`src/rtl/uft_pkg.sv`:
```
package uft_pkg;

  typedef enum logic [1:0] {
    MODE_OFF = 2'd0,
    MODE_LEG = 2'd1,
    MODE_EXT = 2'd2
  } fifo_mode_e;

  // Legacy-mode RX code to level mapping
  function automatic logic [7:0] leg_rx_level(input logic [1:0] code);
    case (code)
      2'b00:   leg_rx_level = 8'd8;
      2'b01:   leg_rx_level = 8'd16;
      2'b10:   leg_rx_level = 8'd24;
      default: leg_rx_level = 8'd28;
    endcase
  endfunction

  // Legacy-mode TX code to level mapping
  function automatic logic [7:0] leg_tx_level(input logic [1:0] code);
    case (code)
      2'b00:   leg_tx_level = 8'd16;
      2'b01:   leg_tx_level = 8'd8;
      2'b10:   leg_tx_level = 8'd24;
      default: leg_tx_level = 8'd30;
    endcase
  endfunction

endpackage

```
`src/rtl/uft_mode_track.sv`:
```
module uft_mode_track
  import uft_pkg::*;
#(
  parameter int unsigned REG_W = 8
) (
  input  logic             clk,
  input  logic             rst_n,
  input  logic             fifo_en,
  input  logic [REG_W-1:0] txl,
  input  logic [REG_W-1:0] rxl,
  input  logic [REG_W-1:0] fhi,
  input  logic [REG_W-1:0] flo,
  output fifo_mode_e       mode,
  output logic             flush_o
);

  logic ext_d, ext_q;
  logic en_q;
  logic flush_d, flush_q;

  // next-state
  always_comb begin
    ext_d   = (|txl) | (|rxl) | (|fhi) | (|flo);
    flush_d = (ext_d != ext_q) | (fifo_en != en_q);
    if (!fifo_en)   mode = MODE_OFF;
    else if (ext_d) mode = MODE_EXT;
    else            mode = MODE_LEG;
  end

  // registers
  always_ff @(posedge clk or negedge rst_n) begin
    if (!rst_n) begin
      ext_q   <= 1'b0;
      en_q    <= 1'b0;
      flush_q <= 1'b0;
    end else begin
      ext_q   <= ext_d;
      en_q    <= fifo_en;
      flush_q <= flush_d;
    end
  end

  assign flush_o = flush_q;

endmodule

```
`src/rtl/uft_level_sel.sv`:
```
module uft_level_sel
  import uft_pkg::*;
#(
  parameter int unsigned REG_W     = 8,
  parameter int unsigned CNT_W     = 8,
  parameter int unsigned LEG_DEPTH = 32,
  parameter int unsigned EXT_DEPTH = 128
) (
  input  fifo_mode_e       mode,
  input  logic [7:0]       fcr,
  input  logic             enh,
  input  logic [REG_W-1:0] txl,
  input  logic [REG_W-1:0] rxl,
  output logic [CNT_W-1:0] rx_lvl,
  output logic [CNT_W-1:0] tx_lvl,
  output logic [CNT_W-1:0] depth
);

  localparam int unsigned CMP_W = (REG_W > CNT_W) ? REG_W : CNT_W;
  localparam logic [CMP_W-1:0] EXT_MAX = CMP_W'(EXT_DEPTH);

  logic [CMP_W-1:0] rx_wide, tx_wide;
  logic [CNT_W-1:0] rx_ext, tx_ext;
  logic [1:0]       tx_code;

  always_comb begin
    rx_wide = CMP_W'(rxl);
    tx_wide = CMP_W'(txl);

    if (rx_wide == '0)          rx_ext = CNT_W'(1);
    else if (rx_wide > EXT_MAX) rx_ext = CNT_W'(EXT_DEPTH);
    else                        rx_ext = CNT_W'(rx_wide);

    if (tx_wide == '0)          tx_ext = CNT_W'(1);
    else if (tx_wide > EXT_MAX) tx_ext = CNT_W'(EXT_DEPTH);
    else                        tx_ext = CNT_W'(tx_wide);

    tx_code = enh ? fcr[5:4] : 2'b00;

    case (mode)
      MODE_LEG: begin
        rx_lvl = CNT_W'(leg_rx_level(fcr[7:6]));
        tx_lvl = CNT_W'(leg_tx_level(tx_code));
        depth  = CNT_W'(LEG_DEPTH);
      end
      MODE_EXT: begin
        rx_lvl = rx_ext;
        tx_lvl = tx_ext;
        depth  = CNT_W'(EXT_DEPTH);
      end
      default: begin
        rx_lvl = CNT_W'(1);
        tx_lvl = CNT_W'(1);
        depth  = CNT_W'(1);
      end
    endcase
  end

endmodule

```
`src/rtl/uft_req_cmp.sv`:
```
module uft_req_cmp #(
  parameter int unsigned CNT_W   = 8,
  parameter bit          TX_SIDE = 1'b0
) (
  input  logic             clk,
  input  logic             rst_n,
  input  logic [CNT_W-1:0] count,
  input  logic [CNT_W-1:0] lvl,
  input  logic [CNT_W-1:0] depth,
  output logic             req
);

  logic req_d, req_q;

  generate
    if (TX_SIDE) begin : g_tx
      logic [CNT_W-1:0] room;
      always_comb begin
        room  = depth - lvl;
        req_d = (count <= room);
      end
    end else begin : g_rx
      always_comb req_d = (count >= lvl);
    end
  endgenerate

  always_ff @(posedge clk or negedge rst_n) begin
    if (!rst_n) req_q <= 1'b0;
    else        req_q <= req_d;
  end

  assign req = req_q;

endmodule

```
`src/rtl/uart_fifo_trigger_ctl.sv`:
```
module uart_fifo_trigger_ctl
  import uft_pkg::*;
#(
  parameter int unsigned REG_W     = 8,
  parameter int unsigned LEG_DEPTH = 32,
  parameter int unsigned EXT_DEPTH = 128,
  localparam int unsigned CNT_W    = $clog2(EXT_DEPTH + 1)
) (
  input  logic             clk,
  input  logic             rst_n,
  input  logic [7:0]       fcr_val,
  input  logic             enh_feat,
  input  logic [REG_W-1:0] txlvl_reg,
  input  logic [REG_W-1:0] rxlvl_reg,
  input  logic [REG_W-1:0] flow_hi_reg,
  input  logic [REG_W-1:0] flow_lo_reg,
  input  logic [CNT_W-1:0] rx_count,
  input  logic [CNT_W-1:0] tx_count,
  output logic             rx_irq,
  output logic             tx_irq,
  output logic [CNT_W-1:0] depth,
  output logic             flush
);

  fifo_mode_e       mode;
  logic [CNT_W-1:0] rx_lvl, tx_lvl, depth_d, depth_q;

  uft_mode_track #(.REG_W(REG_W)) u_mode (
    .clk     (clk),
    .rst_n   (rst_n),
    .fifo_en (fcr_val[0]),
    .txl     (txlvl_reg),
    .rxl     (rxlvl_reg),
    .fhi     (flow_hi_reg),
    .flo     (flow_lo_reg),
    .mode    (mode),
    .flush_o (flush)
  );

  uft_level_sel #(
    .REG_W(REG_W), .CNT_W(CNT_W), .LEG_DEPTH(LEG_DEPTH), .EXT_DEPTH(EXT_DEPTH)
  ) u_lvl (
    .mode   (mode),
    .fcr    (fcr_val),
    .enh    (enh_feat),
    .txl    (txlvl_reg),
    .rxl    (rxlvl_reg),
    .rx_lvl (rx_lvl),
    .tx_lvl (tx_lvl),
    .depth  (depth_d)
  );

  uft_req_cmp #(.CNT_W(CNT_W), .TX_SIDE(1'b0)) u_rx_req (
    .clk (clk), .rst_n (rst_n), .count (rx_count),
    .lvl (rx_lvl), .depth (depth_d), .req (rx_irq)
  );

  uft_req_cmp #(.CNT_W(CNT_W), .TX_SIDE(1'b1)) u_tx_req (
    .clk (clk), .rst_n (rst_n), .count (tx_count),
    .lvl (tx_lvl), .depth (depth_d), .req (tx_irq)
  );

  always_ff @(posedge clk or negedge rst_n) begin
    if (!rst_n) depth_q <= CNT_W'(1);
    else        depth_q <= depth_d;
  end

  assign depth = depth_q;

endmodule

```
`config.mk`:
```
export PLATFORM = sky130hd
export DESIGN_NAME = uart_fifo_trigger_ctl
export DESIGN_NICKNAME = d
export VERILOG_FILES = /design/src/rtl/uft_pkg.sv /design/src/rtl/uft_mode_track.sv /design/src/rtl/uft_level_sel.sv /design/src/rtl/uft_req_cmp.sv /design/src/rtl/uart_fifo_trigger_ctl.sv
export SDC_FILE = /design/constraint.sdc
export NUM_CORES = 1
export LEC_CHECK = 0
export BUFFER_PORTS_ARGS = -buffer_cell sky130_fd_sc_hd__buf_2
export CAP_MARGIN = 20
export CORE_UTILIZATION = 38
export CTS_BUF_LIST = sky130_fd_sc_hd__clkbuf_4
export CTS_CLUSTER_SIZE = 30
export DETAILED_ROUTE_END_ITERATION = 12
export GPL_TIMING_DRIVEN = 0
export PLACE_DENSITY_LB_ADDON = 0.12
export SKIP_CTS_REPAIR_TIMING = 1
export SKIP_LAST_GASP = 1
export SLEW_MARGIN = 0
export SYNTH_ARGS = -nofsm -noshare
export SYNTH_HDL_FRONTEND = slang
export SYNTH_SLANG_ARGS = --single-unit
```
`constraint.sdc`:
```
create_clock -name clk -period 2.4 [get_ports clk]
set_clock_uncertainty 0.2 [all_clocks]
set_input_delay 0 -clock clk [delete_from_list [all_inputs] [get_ports clk]]
set_output_delay 0 -clock clk [all_outputs]
set_load 0.01 [all_outputs]
```
==> metrics.txt, run 1 <==
Seq cells post-synth=8; Final Setup Violations=2; largest net degree at the start of global routing=11; initial antenna violation count=0; Async SR Flop Fraction=1.00; CP top delay family=simple AND/OR/NAND/NOR gates; Port-buffer cells=61; GR Layer Usage met3=0.0256; Critical-path top delay cell=or4_4; worst skew pair latency=0.26 ns; RSZ-0062 raised after global routing=yes; Num CTS Buffers=3; crit-path max FO=4; Mean Syn Cell Area=7.98 µm²; power per cell area=309 nW/µm²; CTS tree=yes; first-pass GRT wire length=4790 µm; Reg power frac=0.284; slowest stage delay, CP=0.56 ns; ANT nets after route=0; max-slew violation count=0; H-tree Lvls=1; share of layout cells above drive strength 1=0.416; Area Growth Syn to Fin=52.6%; io pins=70; Fmax achieved=318 MHz; WL/cell=12.0 µm; Crit path arrival time=3.12 ns; Post-synth EDFFs=0; GR Layer Usage met1=0.243; Mapped Cells=138; Final Total Pwr=0.000520 W; setup tns final=-1.03 ns; Cell Area, Synth=1100 µm²; clock power share=0.234; Via-to-Cell Ratio=5.23; switching share of total power=0.326; post-layout util=0.609; fillcell total=252; CTS root buffer=clkbuf_4; max-cap viol count=0; CP Capture Type=register; type of origin of the critical path=primary input; Lkg Pwr=0.832 nW; CP cell instances=buf_6, or4_4, nor3_4, and4_1, buf_6, o21ai_2, ha_2, inv_2, ha_4, o21a_1, nand2_2, nor4b_2, a211oi_2, ha_1, a21o_1, a21oi_2, nand2b_1, o21ai_1; Psw=0.000170 W; Unique masters post-synth=42; proportion of power drawn by combinational gates=0.482; worst setup margin=-0.747 ns; most used cell, CP=buf_6; die footprint=3120 µm²; GR peak layer=met2; YS warnings=0; Placement Rows=19; hpwl dp=2390 µm; WHS=-0.0169 ns; Placeable Area=2760 µm²; Nets=299; register area share after synthesis=0.183; Starting Density=0.399; grt total ovfl=0; clock sink total=8; drt first pass iters=4; ys flop type=dfrtp_1; gr usage total=0.186; Final Non-Filler Cells=252; First DRT Iteration DRCs=29; pre-CTS WS=-1.26 ns; chip height=55.8 µm; WP buf/inv=3; ANT cells=0; die width=55.8 µm; violated checks=negative hold slack, negative setup slack; M2 GR Usage=0.332; routed wire length=3030 µm; Worst Path Required=2.37 ns; critical path class=in2reg; final worst-path cycle share=1.31; outcome=complete, but fails checks; Worst-path clk slew=0.06 ns; RD Place Congestion=0.807; Int Pwr=0.000350 W; min cycle time layout=3.15 ns; worst hold path class=in2reg; Via Count=1317; vias in the first global route=1146; Bufs on Longest Clock Path=2; Remaining DRCs=0; final hold vios=2; dpl cells=234; peak supply drop=0.331 mV
[placed cells by master, fill, tap and decap left out, types with 3 or more instances in the layout]
master,n
o211ai_1,3
buf_4,12
nor3_1,4
inv_1,6
buf_2,59
nand2b_1,4
nor2b_1,6
nor2_1,8
nand3_1,4
a21oi_1,7
dlygate4sd3_1,7
xnor2_1,3
conb_1,5
dfrtp_1,7
nand2_1,10
o21ai_0,7
buf_6,3
clkbuf_4,4
and3_1,3
ha_1,16
o21a_1,5
[layer usage]
layer | vias up | share of wire
met5 | - | 0
met4 | 0 | 0
met3 | 0 | 0.072
met2 | 56 | 0.49
met1 | 593 | 0.43
li1 | 668 | -
[metrics by stage]
step	hold WS [ns]	instance area [µm²]
after floorplan	-0.496	1130
after global placement	-0.359	1470
after detailed placement	-0.355	1470
after CTS	-0.631	1500
after global routing	0.000562	1680
final	-0.0169	1680
[worst reg2reg max path: cells and delay by family (launching register included)]
family | cells | cell delay (ns)
xor+xnor | 1 | 0.15
simple gates | 1 | 0.06
flops | 1 | 0.37
[logic make-up after synthesis]
group / Yosys count / synth area share
simple gates: 53 / 0.272
compound gates: 38 / 0.230
fa+ha+maj: 18 / 0.205
buf+inv: 17 / 0.0841
flops: 8 / 0.183
xor+xnor: 3 / 0.0239
other cells: 1 / 0.00341
[state kept, by name, indices dropped and copies added (netlist names)]
register,cells
u_mode.en_q,1
depth,3
u_rx_req.req,1
u_mode.flush_o,1
u_tx_req.req,1
u_mode.ext_q,1
[power by group through the flow]
stage	registers (W)	logic, W	clock network, W
global route	0.000148	0.000282	0.000130
detailed placement	0.000150	0.000221	0
floorplan	0.000156	0.000122	0
global placement	0.000150	0.000211	0
finish	0.000148	0.000250	0.000122
CTS	0.000148	0.000223	0.000124
[synthesized netlist by cell type (all sizes together), types with 3 or more instances]
cell type	n	area share
nor2b	6	0.034
o21a	5	0.034
ha	18	0.20
a21oi	8	0.036
buf	6	0.044
dfrtp	7	0.16
or4	3	0.024
and3	3	0.017
nor3	5	0.027
xnor2	3	0.024
nor2	8	0.027
nand2b	4	0.023
inv	8	0.030
nand2	11	0.038
nand3	4	0.018
nor4	3	0.023
o211ai	3	0.020
o21ai	9	0.041
[cell type report]
class,instances,area (µm²),area share
plain buffers,8,56.3,0.0335
clock buffers,4,30.0,0.0179
inverters,9,36.3,0.0216
multi-input cells,117,877,0.522
flip-flops and latches,8,201,0.120
well taps,31,38.8,0.0231
repair buffers,75,440,0.262
[worst paths after layout]
| path | from | to | slack, ns | depth (start not counted) |
|---|---|---|---|---|
| min in group asynchronous | rst_n | depth[0]$_DFF_PN1_ | 0.02 | 2 |
| max in group asynchronous | rst_n | depth[5]$_DFF_PN0_ | 1.26 | 3 |
| worst max register to register | u_mode.ext_q$_DFF_PN0_ | u_mode.flush_o$_DFF_PN0_ | 1.50 | 2 |
| worst min-delay path | rx_count[6] | u_rx_req.req$_DFF_PN0_ | -0.02 | 3 |
| worst max-delay path | txlvl_reg[4] | u_tx_req.req$_DFF_PN0_ | -0.75 | 18 |
| worst min register to register | u_mode.en_q$_DFF_PN0_ | u_mode.flush_o$_DFF_PN0_ | 0.29 | 2 |
(Power assumes the default switching activity.)
==> run 2, diff against run 1 <==
--- a/config.mk
+++ b/config.mk
@@ -13,7 +13,6 @@
 export DETAILED_ROUTE_END_ITERATION = 12
 export GPL_TIMING_DRIVEN = 0
 export PLACE_DENSITY_LB_ADDON = 0.12
-export SKIP_CTS_REPAIR_TIMING = 1
 export SKIP_LAST_GASP = 1
 export SLEW_MARGIN = 0
 export SYNTH_ARGS = -nofsm -noshare
==> run 2 against run 1 <==
The run ends with negative setup slack left; register-to-register slack about the same; hold slack improved by 0.021 ns; global-route usage increased by 2.2 points; sequential cell count unchanged; utilization is 3.3 points higher; setup slack gained 0.088 ns; final cell count increased by 1.6%; maximum frequency up 2.9%; routed wire length up 9.0%; critical path type unchanged; largest power group unchanged.
==> metrics.txt, run 2 (synthesis gave the netlist of run 1 again) <==
H-tree Lvls=1 (unchanged); share of layout cells above drive strength 1=0.427 (was 0.416); Critical Path Stages=16 (was 18); worst setup margin=-0.659 ns (was -0.747 ns); Crit path arrival time=3.03 ns (was 3.12 ns); power per cell area=309 nW/µm² (about the same); Nets=303 (was 299); Final Setup Violations=2 (unchanged); Via Count=1357 (was 1317); die footprint=3120 µm² (unchanged); max-cap viol count=0 (unchanged); violated checks=negative setup slack (was negative hold slack, negative setup slack); final hold vios=0 (was 2); max reg flops=3 (unchanged); Port-buffer cells=61 (unchanged); Placement Rows=19 (unchanged); WL met3=224 µm (was 218 µm); CP cell instances=buf_6, or4_4, nor4_4, and4_4, buf_4, a22oi_1, ha_4, o21a_1, buf_4, a221oi_4, a211oi_4, ha_1, a21o_1, a21oi_2, nand2b_1, o21ai_1 (was buf_6, or4_4, nor3_4, and4_1, buf_6, o21ai_2, ha_2, inv_2, ha_4, o21a_1, nand2_2, nor4b_2, a211oi_2, ha_1, a21o_1, a21oi_2, nand2b_1, o21ai_1); post-layout util=0.642 (was 0.609); first-pass GRT wire length=5280 µm (was 4790 µm); io pins=70 (unchanged); R2R Setup Slk=1.50 ns (about the same); RD Place Congestion=0.807 (unchanged); Num CTS Buffers=3 (unchanged); WP buf/inv=3 (unchanged); outcome=complete, but fails checks (unchanged); type of origin of the critical path=primary input (unchanged); Placeable Area=2760 µm² (unchanged); chip height=55.8 µm (unchanged); ANT cells=0 (unchanged); CP Capture Type=register (unchanged); die width=55.8 µm (unchanged); Starting Density=0.399 (unchanged); grt total ovfl=0 (unchanged); max-slew violation count=0 (unchanged); r2r endpoint=u_mode.flush_o$_DFF_PN0_ (unchanged); worst skew pair latency=0.26 ns (about the same); initial antenna violation count=0 (unchanged); Worst R2R Path Depth=2 (unchanged); RSZ-0062 raised after global routing=yes (unchanged); CTS root buffer=clkbuf_4 (unchanged); Worst Path Required=2.37 ns (about the same); routed wire length=3300 µm (was 3030 µm); commonest cells after routing, fill and taps aside=buf_2 (57), ha_1 (16), buf_4 (13) (was buf_2 (59), ha_1 (16), buf_4 (12)); Critical-path top delay cell=or4_4 (unchanged); largest net degree at the start of global routing=11 (unchanged); commonest non-fill, non-tap cell in the layout=buf_2 (unchanged); slowest stage delay, CP=0.54 ns (was 0.56 ns); Worst setup startpoint=rxlvl_reg[6] (was txlvl_reg[4]); met2 routed WL=1660 µm (was 1500 µm); worst hold path class=in2reg (unchanged); Lkg Pwr=0.868 nW (was 0.832 nW); Fmax achieved=327 MHz (was 318 MHz); CP top delay family=simple AND/OR/NAND/NOR gates (unchanged); Area Growth Syn to Fin=60.9% (was 52.6%); pre-CTS WS=-1.26 ns (unchanged); Worst R2R Start=u_mode.ext_q$_DFF_PN0_ (unchanged); Bufs on Longest Clock Path=2 (unchanged); crit-path max FO=2 (was 4); hpwl dp=2390 µm (unchanged); gr usage total=0.208 (was 0.186); met1 WL=1410 µm (was 1310 µm); peak supply drop=0.334 mV (was 0.331 mV); ANT nets after route=0 (unchanged); Via-to-Cell Ratio=5.30 (was 5.23); First DRT Iteration DRCs=38 (was 29); min cycle time layout=3.06 ns (was 3.15 ns); Critical Path End=u_tx_req.req$_DFF_PN0_ (unchanged); clock sink total=8 (unchanged); WHS=0.00365 ns (was -0.0169 ns); CTS tree=yes (unchanged); top sig layer=met4 (was met3); most used cell, CP=buf_4 (was buf_6); Remaining DRCs=0 (unchanged); final worst-path cycle share=1.27 (was 1.31); drt first pass iters=4 (unchanged); WL/cell=12.9 µm (was 12.0 µm); vias in the first global route=1294 (was 1146); Worst-path clk slew=0.06 ns (about the same); critical path class=in2reg (unchanged)
run 2: changes by cell type in the layout (fill, tap and decap cells not counted), sizes merged:
cell,change
dlygate4sd3,+2
buf,+2
run 2: how the worst min path moves through the flow:
stage                             from                endpoint  slack [ns]  cells after the start
after floorplan                  rst_n      depth[5]$_DFF_PN0_       -0.50                      0
after global placement           rst_n      depth[7]$_DFF_PN0_       -0.36                      1
after detailed placement         rst_n  u_rx_req.req$_DFF_PN0_       -0.35                      1
after CTS                   fcr_val[0]   u_mode.en_q$_DFF_PN0_       -0.27                      1
after global routing      rxlvl_reg[5]  u_rx_req.req$_DFF_PN0_        0.01                      4
final                     rxlvl_reg[5]  u_rx_req.req$_DFF_PN0_       0.004                      4
run 2: final cells by class:
cell class / instances / area, µm²
fill: 236 / 986
multi-input combinational: 117 / 913
timing repair buffer: 80 / 507
sequential: 8 / 201
buffer: 7 / 45.0
tap: 31 / 38.8
inverter: 9 / 36.3
clock buffer: 4 / 30.0
run 2: routing by layer:
metal  vias to the layer above  global-route usage
met1                       611               0.266
met3                         2              0.0279
met2                        73               0.363
met4                         0              0.0662
li1                        671                   -
met5                         -                   0
run 2: what timing repair did:
item                       CTS  global route
pin swaps                   12            13
hold buffers                 8             1
buffers inserted             9             1
resized for setup           16             8
hold endpoints to repair    11             1
setup endpoints to repair    2             2
run 2: report_power, final:
| group | total [W] | switching (W) | internal [W] |
|---|---|---|---|
| logic | 0.000277 | 0.000131 | 0.000146 |
| registers | 0.000148 | 0.00000205 | 0.000146 |
| clock network | 0.000122 | 0.0000472 | 0.0000750 |
| total | 0.000547 | 0.000180 | 0.000367 |
run 2: metrics by stage:
stage / setup TNS (ns) / cell area, µm² / total power [W] / std cells
2_1_floorplan: -0.873 / 1130 / 0.000278 / 142
6_report: -0.969 / 1770 / 0.000547 / 256
3_3_place_gp: -1.68 / 1470 / 0.000361 / 234
3_5_place_dp: -1.70 / 1470 / 0.000372 / 234
4_1_cts: -0.988 / 1710 / 0.000529 / 255
5_1_grt: -1.27 / 1770 / 0.000586 / 256
run 2: worst min-delay path, stage by stage:
cell and delay (ns):
buf_6 0.09, nand2_1 0.05, ha_1 0.14, o41a_1 0.14
==> run 3, diff against run 2 <==
--- a/config.mk
+++ b/config.mk
@@ -7,6 +7,7 @@
 export LEC_CHECK = 0
 export BUFFER_PORTS_ARGS = -buffer_cell sky130_fd_sc_hd__buf_2
 export CAP_MARGIN = 20
+export CORE_ASPECT_RATIO = 0.9
 export CORE_UTILIZATION = 38
 export CTS_BUF_LIST = sky130_fd_sc_hd__clkbuf_4
 export CTS_CLUSTER_SIZE = 30
==> run 3 against run 2 <==
The flow still finishes with violations (negative setup slack); die area barely moved; hold slack improved by 0.018 ns; non-clock buffer count rose by 7; critical path depth rose by 2; critical path type unchanged; critical endpoint unchanged.
==> metrics.txt, run 3 (synthesis gave the netlist of run 1 again) <==
post-layout util=0.670 (was 0.642); max-cap viol count=0 (unchanged); most used cell, CP=buf_4 (unchanged); initial antenna violation count=0 (unchanged); First DRT Iteration DRCs=18 (was 38); Port-buffer cells=61 (unchanged); WL/cell=11.4 µm (was 12.9 µm); clock sink total=8 (unchanged); peak supply drop=0.122 mV (was 0.334 mV); commonest cells after routing, fill and taps aside=buf_2 (59), buf_4 (20), ha_1 (16) (was buf_2 (57), ha_1 (16), buf_4 (13)); fillcell total=239 (was 236); worst setup margin=-0.686 ns (was -0.659 ns); crit-path max FO=4 (was 2); WL met3=154 µm (was 224 µm); CP Capture Type=register (unchanged); Placeable Area=2750 µm² (was 2760 µm²); pre-CTS WS=-1.33 ns (was -1.26 ns); Lkg Pwr=0.901 nW (was 0.868 nW); WHS=0.0219 ns (was 0.00365 ns); first-pass GRT wire length=4710 µm (was 5280 µm); met2 routed WL=1540 µm (was 1660 µm); Nets=310 (was 303); Remaining DRCs=0 (unchanged); worst skew pair latency=0.25 ns (was 0.26 ns); H-tree Lvls=1 (unchanged); gr usage total=0.199 (was 0.208); Num CTS Buffers=3 (unchanged); drt first pass iters=4 (unchanged); power per cell area=300 nW/µm² (was 309 nW/µm²); Via-to-Cell Ratio=4.96 (was 5.30); Reg area=201 µm² (unchanged); RSZ-0062 raised after global routing=yes (unchanged); outcome=complete, but fails checks (unchanged); hpwl dp=2340 µm (was 2390 µm); Starting Density=0.401 (was 0.399); final worst-path cycle share=1.29 (was 1.27); Via Count=1348 (was 1357); largest net degree at the start of global routing=11 (unchanged); chip height=53.1 µm (was 55.8 µm); Worst-path clk slew=0.06 ns (about the same); Crit path arrival time=3.02 ns (was 3.03 ns); Final Setup Violations=2 (unchanged); Bufs on Longest Clock Path=2 (unchanged); Final Non-Filler Cells=272 (was 256); Worst Path Required=2.34 ns (was 2.37 ns); final hold vios=0 (unchanged); type of origin of the critical path=primary input (unchanged); Placement Rows=18 (was 19); top sig layer=met4 (unchanged); routed wire length=3100 µm (was 3300 µm); Area Growth Syn to Fin=67.2% (was 60.9%); ANT nets after route=0 (unchanged); min cycle time layout=3.09 ns (was 3.06 ns); CTS root buffer=clkbuf_4 (unchanged); CTS tree=yes (unchanged); io pins=70 (unchanged); critical path class=in2reg (unchanged); share of layout cells above drive strength 1=0.478 (was 0.427); commonest non-fill, non-tap cell in the layout=buf_2 (unchanged); Critical-path top delay cell=or4_4 (unchanged); dpl cells=243 (was 234); die footprint=3120 µm² (about the same); CP cell instances=buf_2, or4_4, nor4_4, and4_1, buf_6, buf_4, a22oi_1, ha_4, o21a_1, buf_4, a221oi_2, a211oi_4, ha_1, buf_4, nand3_1, nor3_1, a21oi_1, o21ai_2 (was buf_6, or4_4, nor4_4, and4_4, buf_4, a22oi_1, ha_4, o21a_1, buf_4, a221oi_4, a211oi_4, ha_1, a21o_1, a21oi_2, nand2b_1, o21ai_1); die width=58.7 µm (was 55.8 µm); grt total ovfl=0 (unchanged); Fmax achieved=324 MHz (was 327 MHz); max-slew violation count=0 (unchanged); violated checks=negative setup slack (unchanged); worst hold path class=in2async (was in2reg); slowest stage delay, CP=0.54 ns (about the same); ANT cells=0 (unchanged); vias in the first global route=1131 (was 1294); RD Place Congestion=0.727 (was 0.807); area occupied by multi-input gates=930 µm² (was 913 µm²); met1 WL=1400 µm (was 1410 µm); max reg flops=3 (unchanged)
## run 3: power breakdown
| part | internal (W) | switching (W) |
|---|---|---|
| registers | 0.000146 | 0.00000189 |
| logic | 0.000151 | 0.000134 |
| clock network | 0.0000748 | 0.0000448 |
| total | 0.000372 | 0.000181 |
## run 3: cell type report
type,instances,share of cell area
buffer,8,0.0313
clock buffer,4,0.0163
inverter,9,0.0218
multi-input combinational,117,0.505
sequential,8,0.109
tap,40,0.0272
timing repair buffer,86,0.289
## run 3: final timing paths
path	start	to	slack, ns	depth (start not counted)
min in group clk	rxlvl_reg[5]	u_rx_req.req$_DFF_PN0_	0.02	4
max reg2reg	u_mode.ext_q$_DFF_PN0_	u_mode.flush_o$_DFF_PN0_	1.51	2
min reg2reg	u_mode.en_q$_DFF_PN0_	u_mode.flush_o$_DFF_PN0_	0.28	2
max	rxlvl_reg[2]	u_tx_req.req$_DFF_PN0_	-0.69	18
max in group asynchronous	rst_n	depth[7]$_DFF_PN0_	1.24	3
min	rst_n	depth[0]$_DFF_PN1_	0.02	2
## run 3: per-layer routing
layer / vias up / GRT usage
met1: 612 / 0.258
met4: 0 / 0.0516
li1: 687 / -
met2: 47 / 0.341
met3: 2 / 0.0342
met5: - / 0
## run 3: metrics by stage
step / area, µm² / total power (W) / TNS (ns)
5_1_grt: 1840 / 0.000603 / -1.10
3_3_place_gp: 1480 / 0.000363 / -1.70
4_1_cts: 1730 / 0.000529 / -1.01
6_report: 1840 / 0.000552 / -0.858
2_1_floorplan: 1130 / 0.000278 / -0.873
3_5_place_dp: 1480 / 0.000369 / -1.78
## run 3: repair_timing
item	4_1_cts	5_1_grt
setup endpoints to repair	2	2
setup buffers	11	6
pin swaps	12	13
hold buffers	9	0
endpoints found under the hold margin	11	0
resized for setup	13	16
## run 3: worst max-delay path, delay by kind of cell
kind / cells / cell delay [ns]
AO/OA/AOI/OAI: 6 / 0.83
adder cells (fa/ha/maj): 2 / 0.51
buffers and inverters: 5 / 0.60
AND/OR/NAND/NOR: 5 / 1.07
